## src/rtl/dtseq_pkg.sv

```systemverilog
`timescale 1ns/1ps
package dtseq_pkg;
  typedef enum logic [2:0] {
    ST_IDLE,
    ST_RISE_WAIT,
    ST_RISE_DLY,
    ST_HS_ON,
    ST_FALL_WAIT,
    ST_FALL_DLY,
    ST_FALL_TMO,
    ST_LS_ON
  } seq_state_t;

  // flag vector bit positions
  localparam int FL_LS = 0;
  localparam int FL_HS = 1;
  localparam int FL_SW = 2;
  localparam int N_FL  = 3;
endpackage

```

## src/rtl/dtseq_sync.sv

```systemverilog
`timescale 1ns/1ps
module dtseq_sync #(
  parameter int WIDTH  = 3,
  parameter int STAGES = 2
) (
  input  logic             clk,
  input  logic             rst,
  input  logic [WIDTH-1:0] d_async,
  output logic [WIDTH-1:0] q_sync
);
  genvar g;
  generate
    for (g = 0; g < WIDTH; g++) begin : g_bit
      logic [STAGES-1:0] chain;
      always_ff @(posedge clk) begin
        if (rst) chain <= '0;
        else     chain <= {chain[STAGES-2:0], d_async[g]};
      end
      assign q_sync[g] = chain[STAGES-1];
    end
  endgenerate
endmodule

```

## src/rtl/dtseq_edge.sv

```systemverilog
`timescale 1ns/1ps
module dtseq_edge (
  input  logic clk,
  input  logic rst,
  input  logic lvl_in,
  output logic changed
);
  logic lvl_q;
  // during reset the tracker follows the input, so no edge is seen on release
  always_ff @(posedge clk) begin
    if (rst) lvl_q <= lvl_in;
    else     lvl_q <= lvl_in;
  end
  assign changed = rst ? 1'b0 : (lvl_in ^ lvl_q);
endmodule

```

## src/rtl/dtseq_timer.sv

```systemverilog
`timescale 1ns/1ps
module dtseq_timer #(
  parameter int CW = 8
) (
  input  logic          clk,
  input  logic          rst,
  input  logic          clr,
  input  logic [CW-1:0] last,
  output logic          done
);
  logic [CW-1:0] cnt;
  always_ff @(posedge clk) begin
    if (rst || clr)   cnt <= '0;
    else if (!done)   cnt <= cnt + 1'b1;
  end
  assign done = (cnt == last);
endmodule

```

## src/rtl/dtseq_fsm.sv

```systemverilog
`timescale 1ns/1ps
module dtseq_fsm
  import dtseq_pkg::*;
#(
  parameter int DEAD_CYC = 2,
  parameter int TMO_CYC  = 100,
  parameter int CW       = 7
) (
  input  logic          clk,
  input  logic          rst,
  input  logic          mode_sym,
  input  logic          pwm_lvl,
  input  logic          pwm_chg,
  input  logic [N_FL-1:0] flags,
  input  logic          tmr_done,
  output logic          tmr_clr,
  output logic [CW-1:0] tmr_last,
  output logic          hs_en,
  output logic          ls_en
);
  localparam logic [CW-1:0] DEAD_LAST = CW'(DEAD_CYC - 1);
  localparam logic [CW-1:0] TMO_LAST  = CW'(TMO_CYC - 1);

  seq_state_t st, st_n;
  logic ls_low, hs_low, sw_low;

  assign ls_low = flags[FL_LS];
  assign hs_low = flags[FL_HS];
  assign sw_low = flags[FL_SW];

  always_comb begin
    st_n = st;
    if (pwm_chg) begin
      st_n = pwm_lvl ? ST_RISE_WAIT : ST_FALL_WAIT;
    end else begin
      case (st)
        ST_RISE_WAIT: if (ls_low)   st_n = ST_RISE_DLY;
        ST_RISE_DLY:  if (tmr_done) st_n = ST_HS_ON;
        ST_FALL_WAIT: begin
          if (mode_sym) begin
            if (hs_low) st_n = ST_FALL_DLY;
          end else if (sw_low) begin
            st_n = ST_FALL_DLY;
          end else if (hs_low) begin
            st_n = ST_FALL_TMO;
          end
        end
        ST_FALL_TMO: begin
          if (sw_low)        st_n = ST_FALL_DLY;
          else if (tmr_done) st_n = ST_LS_ON;
        end
        ST_FALL_DLY:  if (tmr_done) st_n = ST_LS_ON;
        default:      st_n = st;
      endcase
    end
  end

  assign tmr_clr  = (st_n != st);
  assign tmr_last = (st == ST_FALL_TMO) ? TMO_LAST : DEAD_LAST;

  always_ff @(posedge clk) begin
    if (rst) begin
      st    <= ST_IDLE;
      hs_en <= 1'b0;
      ls_en <= 1'b0;
    end else begin
      st    <= st_n;
      hs_en <= (st_n == ST_HS_ON);
      ls_en <= (st_n == ST_LS_ON);
    end
  end
endmodule

```

## src/rtl/dt_gate_sequencer.sv

```systemverilog
`timescale 1ns/1ps
module dt_gate_sequencer
  import dtseq_pkg::*;
#(
  parameter int DEAD_CYC = 2,
  parameter int TMO_CYC  = 100,
  parameter int SYNC_STG = 2
) (
  input  logic clk,
  input  logic rst,
  input  logic mode_sym,
  input  logic pwm_cmd,
  input  logic ls_gate_low,
  input  logic hs_gate_low,
  input  logic sw_node_low,
  output logic hs_en,
  output logic ls_en
);
  localparam int MAXC = (DEAD_CYC > TMO_CYC) ? DEAD_CYC : TMO_CYC;
  localparam int CW   = $clog2(MAXC + 1);

  logic [N_FL-1:0] fl_raw, fl_s;
  logic            pwm_chg, tmr_clr, tmr_done;
  logic [CW-1:0]   tmr_last;

  assign fl_raw[FL_LS] = ls_gate_low;
  assign fl_raw[FL_HS] = hs_gate_low;
  assign fl_raw[FL_SW] = sw_node_low;

  dtseq_sync #(.WIDTH(N_FL), .STAGES(SYNC_STG)) u_sync (
    .clk(clk), .rst(rst), .d_async(fl_raw), .q_sync(fl_s)
  );

  dtseq_edge u_edge (
    .clk(clk), .rst(rst), .lvl_in(pwm_cmd), .changed(pwm_chg)
  );

  dtseq_timer #(.CW(CW)) u_tmr (
    .clk(clk), .rst(rst), .clr(tmr_clr), .last(tmr_last), .done(tmr_done)
  );

  dtseq_fsm #(.DEAD_CYC(DEAD_CYC), .TMO_CYC(TMO_CYC), .CW(CW)) u_fsm (
    .clk(clk), .rst(rst), .mode_sym(mode_sym), .pwm_lvl(pwm_cmd),
    .pwm_chg(pwm_chg), .flags(fl_s), .tmr_done(tmr_done),
    .tmr_clr(tmr_clr), .tmr_last(tmr_last), .hs_en(hs_en), .ls_en(ls_en)
  );
endmodule

```

## config.mk

```make
export PLATFORM = sky130hd
export DESIGN_NAME = dt_gate_sequencer
export DESIGN_NICKNAME = d
export VERILOG_FILES = /design/src/rtl/dtseq_pkg.sv /design/src/rtl/dtseq_sync.sv /design/src/rtl/dtseq_edge.sv /design/src/rtl/dtseq_timer.sv /design/src/rtl/dtseq_fsm.sv /design/src/rtl/dt_gate_sequencer.sv
export SDC_FILE = /design/constraint.sdc
export NUM_CORES = 1
export LEC_CHECK = 0
export BUFFER_PORTS_ARGS = -buffer_cell sky130_fd_sc_hd__buf_2
export CAP_MARGIN = 20
export CORE_ASPECT_RATIO = 1.75
export CORE_MARGIN = 2
export CORE_UTILIZATION = 40
export DETAILED_ROUTE_END_ITERATION = 8
export MAX_ROUTING_LAYER = met4
export SLEW_MARGIN = 20
export SYNTH_ARGS = -nofsm -noshare
export SYNTH_HDL_FRONTEND = slang
export SYNTH_HIERARCHICAL = 1
export SYNTH_SLANG_ARGS = --single-unit
```

## constraint.sdc

```tcl
create_clock -name clk -period 3.95 [get_ports clk]
set_input_delay 0.395 -clock clk [delete_from_list [all_inputs] [get_ports clk]]
set_output_delay 0.395 -clock clk [all_outputs]
set_load 0.01 [all_outputs]
```

Word-level counts from Yosys, hierarchy flattened
Index checks and enable logic that the tools add are counted.
- word-level logic and storage cells: 33
- input bits: 7
- register bits: 19
- output and inout port bits: 2
- reduce and logical (&&, ||, !) cells: 1
- equal/unequal tests: 9
- bitwise gates (word level): 1
- multiplexer cells: 13
- add/sub/neg operators: 1
- operators with widths (cell ; number):
    $mux W3 ; 10
    $pmux W3 S5 ; 1
    $eq A3 B3 Y1 const B ; 4
    $add A7 B1 Y7 const B ; 1
    $eq A7 B7 Y1 ; 1
    $mux W7 ; 1
    $eq A3 B2 Y1 const B ; 2
    $eq A3 B1 Y1 const B ; 1
    $ne A3 B3 Y1 ; 1
    $logic_or A1 B1 Y1 ; 1
    $mux W1 ; 1
    $xor A1 B1 Y1 ; 1

Longest topological paths before layout
Gate-level depths: netlist of the first run.
- word-level depth: 9
- depth in mapped cells: 16
- mapped depth without buffers: 13

Cells and area by module
Netlist of the first run, hierarchy kept.
- by module, submodules not included (module ; area an instance (µm²) ; seq. area each (µm²) ; instances ; cells each):
    dtseq_timer ; 407.9 ; 140.1 ; 1 ; 48
    dtseq_fsm ; 377.9 ; 100.1 ; 1 ; 44
    dtseq_sync ; 180.2 ; 120.1 ; 1 ; 15
    dtseq_edge ; 32.5 ; 20.0 ; 1 ; 3

Least setup slack after synthesis of the first run
No wires, ideal clock.
- path type: reg2reg
- start: register u_fsm.st[1]
- end: register u_tmr.cnt[6]
- setup slack: 1.019 ns
- setup time: 0.060 ns
- buffers on the path: 4
- data arrival time: 2.871 ns
- data required time: 3.890 ns
- cell stages (with the launch flop): 17
- period minus slack after synthesis: 2.931 ns
- cell sequence: dfxtp_1 -> buf_2 -> and3b_2 -> buf_4 -> xor2_1 -> nor4_1 -> and2_1 -> buf_6 -> nor2_1 -> mux2_2 -> a21oi_1 -> mux2i_1 -> o211ai_1 -> or2_1 -> clkbuf_1 -> nor2_1 -> a41o_1
- word-level cells in the longest chain between the ends: 9
- elaborated cells between the ends (all ways): 19
- those cells by class: 7 x eq/ne; 11 x mux; 1 x reduce/logical
- RTL lines (element ; RTL line ; text):
    start: declaration ; dtseq_fsm.sv:24 ; seq_state_t st, st_n;
    start signal: assignment ; dtseq_fsm.sv:67 ; st <= st_n;
    $eq A3 B3 Y1 * ; dtseq_fsm.sv:59 ; assign tmr_last = (st == ST_FALL_TMO) ? TMO_LAST : DEAD_LAST;
    $mux W7 * ; dtseq_fsm.sv:59 ;
    named net tmr_last[1] ; dt_gate_sequencer.sv:24 ; logic [CW-1:0] tmr_last;
    $eq A7 B7 Y1 * ; dtseq_timer.sv:16 ; assign done = (cnt == last);
    named net tmr_done ; dt_gate_sequencer.sv:23 ; logic pwm_chg, tmr_clr, tmr_done;
    $mux W3 ; dtseq_fsm.sv:50, dtseq_fsm.sv:52 ;
    $mux W3 ; dtseq_fsm.sv:49 ; if (sw_low) st_n = ST_FALL_DLY;
    $pmux W3 S5 * ; dtseq_fsm.sv:36 ; case (st)
    $mux W3 * ; dtseq_fsm.sv:33 ; if (pwm_chg) begin
    $ne A3 B3 Y1 * ; dtseq_fsm.sv:58 ; assign tmr_clr = (st_n != st);
    named net tmr_clr ; dt_gate_sequencer.sv:23 ;
    $logic_or A1 B1 Y1 * ; dtseq_timer.sv:13 ; if (rst || clr) cnt <= '0;
    end signal: assignment ; dtseq_timer.sv:14 ; else if (!done) cnt <= cnt + 1'b1;
    end: declaration ; dtseq_timer.sv:11 ; logic [CW-1:0] cnt;
Mark *: on every way through the listed nets, which the timed path passes. The rest lies on a longest branch.
A chain may end at the register's enable or synchronous reset.

Final worst setup path of the first run
- start: register u_fsm.st[0]
- end: register u_tmr.cnt[6]
Same word-level chain as after synthesis.

==> results of run 1 <==
[metal layers]
metal | global-route usage (%) | part of all wire (%) | up-vias
met2 | 24.8 | 56 | 11
met1 | 11.9 | 38 | 326
met5 | - | 0 | -
met3 | 2.58 | 2.2 | 7
li1 | - | - | 357
met4 | 10.4 | 3.7 | 0
[metrics by stage]
stage / cell area, um2 / cells
floorplan: 1010 / 112
global placement: 980 / 133
detailed placement: 980 / 133
CTS: 1020 / 137
global route: 1020 / 137
finish: 1020 / 137
[flip-flops by register name, summed over array words and instances, names as in the netlist]
signal,cells
u_sync/g_bit.chain,6
u_fsm/st,3
u_fsm/ls_en,1
u_fsm/hs_en,1
u_tmr/cnt,7
u_edge/lvl_q,1
[cells by family after synthesis]
logic type / after synthesis / synth area share, %
XOR/XNOR: 14 / 12.3
multiplexers: 3 / 3.13
adder cells (fa/ha/maj): 1 / 1.25
AO/OA/AOI/OAI: 16 / 12.8
other: 2 / 0.752
flip-flops: 19 / 38.1
AND/OR/NAND/NOR: 40 / 21.1
buffers and inverters: 15 / 10.7
[final cells by class]
type / count / area share (%)
multi-input combinational: 78 / 50.7
sequential: 19 / 37.1
inverter: 2 / 0.733
clock buffer: 4 / 4.40
tap: 26 / 3.17
timing repair buffer: 8 / 3.91
[where the power goes]
part	total, mW	leakage [nW]	internal [mW]	switching, mW
logic	0.0582	0.285	0.0273	0.0310
clock network	0.133	0.0228	0.0717	0.0613
registers	0.211	0.155	0.201	0.0104
[how the worst max path moves through the flow]
stage / endpoint / slack, ps / depth (start not counted)
2_1_floorplan: u_tmr/cnt[6] / 1020 / 16
3_3_place_gp: u_tmr/cnt[6] / 890 / 12
3_5_place_dp: u_tmr/cnt[6] / 760 / 12
4_1_cts: u_tmr/cnt[6] / 750 / 12
5_1_grt: u_tmr/cnt[6] / 420 / 12
6_report: u_tmr/cnt[6] / 760 / 12
[critical path, cell delays in order (launching register included)]
cell	delay (ps)
dfxtp_1	500
and3b_2	290
xor2_1	160
nor4_1	280
and2_1	360
nor2_1	70
mux2_2	280
a21oi_1	230
mux2i_1	220
o211ai_1	130
or2_1	320
nor2_1	120
a41o_1	170
[cells in the mapped netlist, types with 2 or more instances]
cell | number | area, um2
dfxtp_1 | 19 | 380
nor2_1 | 13 | 48.8
xor2_1 | 10 | 87.6
buf_4 | 9 | 67.6
nor2b_1 | 8 | 50.1
nand2_1 | 5 | 18.8
a21oi_1 | 4 | 20.0
xnor2_1 | 4 | 35.0
nor3_1 | 3 | 15.0
and2_1 | 2 | 12.5
buf_6 | 2 | 22.5
conb_1 | 2 | 7.51
inv_1 | 2 | 7.51
mux2i_1 | 2 | 20.0
o21ai_0 | 2 | 10.0
==> results.py, run 1 <==
metrics = {
    "outcome": {
        "status": "completed",
    },
    "synth": {
        "synthCells": 110,
        "syn_area_um2": 998,
        "synth_edf_count": 0,
        "yosysWarnings": 6,
        "synthDistinctLibCells": 38,
        "ys_seq_elements": 19,
        "syn_area_per_cell_um2": 9.08,
        "seq_area_frac_synth_pct": 38.1,
        "async_flop_share_pct": 0,
        "synth_flop_cell": "dfxtp_1",
    },
    "die": {
        "die_w_um": 41.8,
        "fp-row-count": 24,
        "die_h_um": 70.1,
        "die_area_um2": 2930,
        "coreArea_um2": 2430,
        "start_util_pct": 41.0,
        "io_pins": 9,
    },
    "global_route": {
        "grt_use_total_pct": 13.7,
        "gr-total-overflow": 0,
        "first_global_vias": 739,
        "grt_first_pass_wirelength_mm": 2.95,
        "antenna_found_initial": 0,
        "grt_max_degree": 13,
    },
    "drt": {
        "wire_per_inst_um": 12.5,
        "drt-initial-drc-count": 12,
        "drc": 0,
        "drt-total-wl_mm": 1.71,
        "ant_nets": 0,
        "viasPerCell": 5.12,
        "firstDrtPassIters": 4,
        "vias": 701,
    },
    "power": {
        "p_leak_nw": 0.463,
        "pwr_density_cell_nw_per_um2": 393,
        "ir_drop_mv": 0.216,
        "fin_total_pwr_uw": 402,
    },
    "clock_network": {
        "cts.clk_slew.worst_paths_ps": 70,
        "clockBufferDepth": 2,
        "hold_buffers": 0,
        "cts_buffers": 3,
        "tritoncts": "built",
        "cts.repair.resized": 0,
        "htree_levels": 1,
        "post_cts_buffers": 0,
        "cts_sinks": 19,
        "clock_tree.root_cell": "clkbuf_8",
        "clock_latency_ps": 260,
    },
    "timing": {
        "fin_crit_sh_pct": 80.6,
        "clock_skew_ps": 6.25,
        "max_freq_mhz": 314,
        "finalHoldViolCount": 0,
        "rsz0062_at_grt": "false",
        "final_max_slew_viol_count": 0,
        "post-route-worst-setup-slack_ps": 764,
        "finalSetupViolCount": 0,
        "finalSetupTns_ps": 0,
        "layout_min_cycle_time_ps": 3190,
        "hold_slack_ps": 340,
    },
    "placed_design": {
        "portBuffers": 8,
        "place_ws_ps": 761,
        "routabilityCongestion": 0.769,
        "place_hpwl_mm": 1.33,
    },
    "critical_path": {
        "crit_start": "u_fsm/st[0]",
        "crit_path_end_kind": "register",
        "r2r_end": "u_tmr/cnt[6]",
        "r2r-start": "u_fsm/st[0]",
        "crit_path_start_kind": "register",
        "r2r_setup_slack_ps": 760,
        "crit_path_max_fanout": 9,
        "reg2reg_depth": 12,
        "cp.arrival_ps": 3390,
        "cp.required_ps": 4160,
        "path_class": "reg -> reg",
    },
    "min_path": {
        "worstHoldPathCells": 1,
        "hold_end": "u_edge/lvl_q",
        "hp-class": "in -> reg",
        "holdCritStartpoint": "pwm_cmd",
    },
    "cells_and_area": {
        "multi_input_area_um2": 519,
        "fill_cells": 251,
        "layout_commonest_cell": "dfxtp_1",
        "ff_latch_area_um2": 380,
        "fin_nets": 120,
        "antenna_cells": 0,
        "syn2layout_area_growth_pct": 2.63,
        "final_core_util_pct": 42.1,
        "drive_gt1_share_pct": 14.4,
        "layout_common_cells": "19 x dfxtp_1, 13 x nor2_1, 10 x xor2_1, 8 x buf_2, 8 x nor2b_1",
    },
    "job": {
        "maxCapViolCount": 0,
    },
}
(Power assumes the default switching activity.)
==> run 2, diff against run 1 <==
Clock period 3.95 ns to 2.8 ns, I/O delays scaled along.
==> run 2 against run 1 <==
Compared with the run above: power up 47%; register-to-register slack worse by 620 ps; clock skew down 1.8 ps; count of clock-buffer cells in the layout unchanged; sequential cell count unchanged; setup slack worse by 620 ps; sequential share of layout area down 3.1 points; design area up 9.5%; critical path depth unchanged; hold slack worse by 110 ps; final cell count up 5.8%; largest cell class unchanged; highest routed layer unchanged.
==> results.py, run 2 (synthesized netlist as in run 1, its figures left out) <==
metrics = {
    "timing": {
        "post-route-worst-setup-slack_ps": 141,
        "finalSetupViolCount": 0,
        "clock_skew_ps": 4.48,
        "hold_slack_ps": 234,
        "finalHoldViolCount": 0,
        "max_freq_mhz": 376,
        "fin_crit_sh_pct": 95.0,
        "final_max_slew_viol_count": 0,
        "layout_min_cycle_time_ps": 2660,
    },
    "min_path": {
        "holdCritStartpoint": "pwm_cmd",
        "hp-class": "in -> reg",
        "worstHoldPathCells": 1,
    },
    "critical_path": {
        "cp.arrival_ps": 2850,
        "crit_path_start_kind": "register",
        "crit_start": "u_fsm/st[0]",
        "path_class": "reg -> reg",
        "r2r_setup_slack_ps": 140,
        "reg2reg_depth": 12,
        "crit_path_end_kind": "register",
        "cp.required_ps": 2990,
        "r2r-start": "u_fsm/st[0]",
        "crit_path_max_fanout": 5,
    },
    "drt": {
        "firstDrtPassIters": 4,
        "ant_nets": 0,
        "drt-initial-drc-count": 19,
        "wire_per_inst_um": 12.8,
        "viasPerCell": 5.16,
        "drc": 0,
        "vias": 748,
        "drt-total-wl_mm": 1.86,
    },
    "clock_network": {
        "clockBufferDepth": 2,
        "cts_buffers": 3,
        "tritoncts": "built",
        "htree_levels": 1,
        "cts_sinks": 19,
        "cts.clk_slew.worst_paths_ps": 70,
        "clock_tree.root_cell": "clkbuf_8",
        "clock_latency_ps": 250,
    },
    "global_route": {
        "grt_max_degree": 13,
        "grt_use_total_pct": 14.3,
        "first_global_vias": 799,
        "antenna_found_initial": 0,
        "grt_first_pass_wirelength_mm": 3.13,
        "gr-total-overflow": 0,
    },
    "die": {
        "die_w_um": 41.8,
        "die_area_um2": 2930,
        "fp-row-count": 24,
        "io_pins": 9,
        "die_h_um": 70.1,
        "coreArea_um2": 2430,
        "start_util_pct": 41.0,
    },
    "power": {
        "p_switching_uw": 152,
        "clkPwrFrac_pct": 31.2,
        "swShare_pct": 25.8,
        "ir_drop_mv": 0.382,
        "power.share.sequential_pct": 49.8,
        "p_int_uw": 438,
        "pwr_density_cell_nw_per_um2": 525,
        "p_leak_nw": 0.509,
        "p_comb_share_pct": 19.0,
    },
    "cells_and_area": {
        "antenna_cells": 0,
        "finalNonFillerCells": 145,
        "syn2layout_area_growth_pct": 12.4,
        "largest_reg_flops": 7,
        "stdcell_area_um2": 1120,
        "multi_input_area_um2": 556,
        "top_regs": "u_tmr/cnt: 7 flops, u_sync/g_bit.chain: 6 flops, u_fsm/st: 3 flops",
        "drive_gt1_share_pct": 24.4,
        "fill_cells": 230,
        "max_flop_register": "u_tmr/cnt",
        "fin_nets": 128,
        "ff_latch_area_um2": 382,
        "layout_commonest_cell": "dfxtp_1",
        "layout_common_cells": "18 x dfxtp_1, 13 x nor2_1",
    },
    "job": {
        "maxCapViolCount": 0,
    },
    "placed_design": {
        "place_hpwl_mm": 1.44,
        "routabilityCongestion": 0.781,
        "place_area_um2": 1030,
        "portBuffers": 8,
        "place_ws_ps": 145,
        "placed_cells": 139,
    },
    "outcome": {
        "status": "completed",
    },
}
==> run 2: cell count changes in the layout (fill, tap and decap cells not counted) <==
cell     change
a21oi_1      -1
a21oi_4      +1
buf_4        +8
dfxtp_1      -1
dfxtp_2      +1
mux2_2       -1
mux2_4       +1
nor4_1       -1
nor4_2       +1
xor2_1       -2
xor2_2       +2
==> run 2: power groups by stage <==
stage	sequential, mW	combinational (mW)	clock, mW
3_5_place_dp	0.299	0.106	0
6_report	0.294	0.112	0.184
2_1_floorplan	0.298	0.0837	0
3_3_place_gp	0.299	0.104	0
4_1_cts	0.293	0.107	0.191
5_1_grt	0.295	0.124	0.200
==> run 2: cell type report <==
type	instances	area share, %
Clock buffer	4	4.01
Inverter	2	0.669
Multi-Input combinational cell	78	49.5
Sequential cell	19	34.0
Tap cell	26	2.90
Timing Repair Buffer	16	8.92
==> run 2: critical path: stages (launching register included) <==
cell      delay [ps]
dfxtp_2          330
and3b_2          250
xor2_2           170
nor4_2           290
and2_1           200
nor2_1            50
mux2_4           280
a21oi_4          140
mux2i_1          200
o211ai_1         150
or2_1            280
buf_4            160
a21oi_1          100
==> run 2: path summary, 6_finish.rpt <==
path                         endpoint
max                      u_tmr/cnt[3]
min                      u_edge/lvl_q
max reg2reg              u_tmr/cnt[3]
min reg2reg  u_sync/g_bit[2].chain[1]
==> run 2: layer usage <==
layer  vias up  GRT usage, %  routed length, um
met5         -             -                  0
met4         0          8.24                 54
met3         6          1.81                 32
met2        13          28.8               1110
met1       352          11.2                662
li1        377             -                  -
==> run 2: per-stage QoR <==
step,power [mW],util [%],setup TNS (ps)
2_1_floorplan,0.381,-,-23.7
3_3_place_gp,0.403,42.5,0
3_5_place_dp,0.405,42.5,0
4_1_cts,0.590,44.3,0
5_1_grt,0.619,46.1,-4.38
6_report,0.590,46.1,0
==> run 2: timing repair <==
action | in CTS | in global routing
endpoints found under the setup margin | 0 | 6
resized for setup | 0 | 4
buffers inserted | 0 | 2
hold buffers | 0 | 0
==> run 3, diff against run 2 <==
Settings changed: CELL_PAD_IN_SITES_DETAIL_PLACEMENT set to 1, CELL_PAD_IN_SITES_GLOBAL_PLACEMENT set to 1, CORE_UTILIZATION 40 to 39, PLACE_DENSITY_LB_ADDON set to 0.1, REMOVE_ABC_BUFFERS set to 1.
==> run 3 against run 2 <==
Compared with the run above: maximum frequency is 1.6% higher; sequential cell count did not move; sequential share of layout area is 0.15 points lower; global-route usage up 0.35 points; critical path depth unchanged; die area rose by 2.4%; via count rose by 0.94%; critical path type unchanged.
==> results.py, run 3 (synthesized netlist as in run 1, its figures left out) <==
metrics = {
    "outcome": {
        "status": "completed",
    },
    "critical_path": {
        "path_class": "reg -> reg",
        "cp.required_ps": 2990,
        "r2r-start": "u_fsm/st[0]",
        "reg2reg_depth": 12,
        "crit_path_end_kind": "register",
        "r2r_end": "u_tmr/cnt[1]",
        "cp.arrival_ps": 2800,
        "crit_path_start_kind": "register",
        "r2r_setup_slack_ps": 180,
        "crit_path_max_fanout": 6,
    },
    "timing": {
        "max_freq_mhz": 382,
        "fin_crit_sh_pct": 93.5,
        "hold_slack_ps": 231,
        "layout_min_cycle_time_ps": 2620,
        "finalSetupViolCount": 0,
        "final_max_slew_viol_count": 0,
        "clock_skew_ps": 1.62,
        "post-route-worst-setup-slack_ps": 182,
        "finalHoldViolCount": 0,
    },
    "die": {
        "io_pins": 9,
        "die_w_um": 42.3,
        "die_area_um2": 3000,
        "die_h_um": 70.9,
        "coreArea_um2": 2460,
        "fp-row-count": 24,
        "start_util_pct": 40.5,
    },
    "min_path": {
        "worstHoldPathCells": 1,
        "hold_end": "u_edge/lvl_q",
        "hp-class": "in -> reg",
        "holdCritStartpoint": "pwm_cmd",
    },
    "drt": {
        "firstDrtPassIters": 4,
        "drt-initial-drc-count": 12,
        "drc": 0,
        "ant_nets": 0,
        "wire_per_inst_um": 13.9,
        "viasPerCell": 5.21,
        "drt-total-wl_mm": 2.02,
        "vias": 755,
    },
    "clock_network": {
        "clockBufferDepth": 2,
        "clock_latency_ps": 250,
        "tritoncts": "built",
        "clock_tree.root_cell": "clkbuf_8",
        "cts_buffers": 3,
        "cts_sinks": 19,
        "cts.clk_slew.worst_paths_ps": 70,
        "htree_levels": 1,
    },
    "cells_and_area": {
        "antenna_cells": 0,
        "finalNonFillerCells": 145,
        "syn2layout_area_growth_pct": 12.5,
        "fill_cells": 312,
        "largest_reg_flops": 7,
        "layout_commonest_cell": "dfxtp_1",
        "max_flop_register": "u_tmr/cnt",
        "top_regs": "u_tmr/cnt: 7 flops, u_sync/g_bit.chain: 6 flops, u_fsm/st: 3 flops",
        "drive_gt1_share_pct": 25.2,
        "fin_nets": 128,
        "layout_common_cells": "19 x dfxtp_1, 12 x nor2_1",
    },
    "power": {
        "fin_total_pwr_uw": 590,
        "pwr_density_cell_nw_per_um2": 525,
        "ir_drop_mv": 0.271,
        "p_leak_nw": 0.505,
    },
    "placed_design": {
        "portBuffers": 8,
        "placed_cells": 139,
        "routabilityCongestion": 0.806,
        "place_hpwl_mm": 1.54,
        "place_ws_ps": 48.3,
    },
    "global_route": {
        "grt_max_degree": 13,
        "antenna_found_initial": 0,
        "grt_use_total_pct": 14.6,
        "first_global_vias": 747,
        "grt_first_pass_wirelength_mm": 3.26,
        "gr-total-overflow": 0,
    },
    "job": {
        "maxCapViolCount": 0,
    },
}
==> run 3: cell counts in the layout (fill, tap and decap cells not counted) <==
No cell type changed its count.
==> run 3: how the worst max path moves through the flow <==
stage               cells after the start            to   startpoint
floorplan                              12  u_tmr/cnt[6]  u_fsm/st[0]
global placement                       12  u_tmr/cnt[6]  u_fsm/st[0]
detailed placement                     12  u_tmr/cnt[6]  u_fsm/st[0]
CTS                                    12  u_tmr/cnt[6]  u_fsm/st[0]
global route                           12  u_tmr/cnt[6]  u_fsm/st[1]
finish                                 12  u_tmr/cnt[1]  u_fsm/st[0]
==> run 3: critical path, cell delays in order (launching register included) <==
cell and delay [ps]:
dfxtp_1 310, and3b_2 310, xor2_2 200, nor4_2 60, and2_1 170, buf_4 160, a221o_1 380, o22ai_4 120
xor2_1 170, o211ai_1 140, or2_1 280, buf_4 170, nor2_1 100
==> run 3: area by class of cell <==
cell class                 instances  area, um2  share of cell area, %
inverter                           2       7.51                  0.668
tap                               26       32.5                   2.90
multi-input combinational         78        558                   49.7
clock buffer                       4       45.0                   4.01
sequential                        19        380                   33.9
timing repair buffer              16        100                   8.91
==> run 3: metrics by stage <==
stage                     instance area, um2  TNS [ps]  util (%)
after global placement                  1020         0      41.6
after floorplan                          907         0         -
after CTS                               1070         0      43.4
after global routing                    1120     -6.37      45.6
after detailed placement                1020         0      41.6
final                                   1120         0      45.6
==> run 3: timing repair <==
item / 4_1_cts / 5_1_grt
setup endpoints to repair: 0 / 7
buffers inserted: 0 / 2
hold endpoints to repair: 0 / 0
hold buffers: 0 / 0
resized for setup: 0 / 7
==> run 3: metal layers <==
layer	track usage [%]	vias up	share of wire, %
met5	-	-	0
met4	8.33	0	2.9
met3	1.53	6	1.9
met2	27.5	11	60
met1	13.7	366	35
li1	-	372	-
==> run 3: power breakdown <==
group | internal (mW) | total [mW] | leakage, nW | switching (mW)
logic | 0.0554 | 0.115 | 0.327 | 0.0596
registers | 0.283 | 0.293 | 0.155 | 0.00950
clock network | 0.101 | 0.183 | 0.0228 | 0.0818
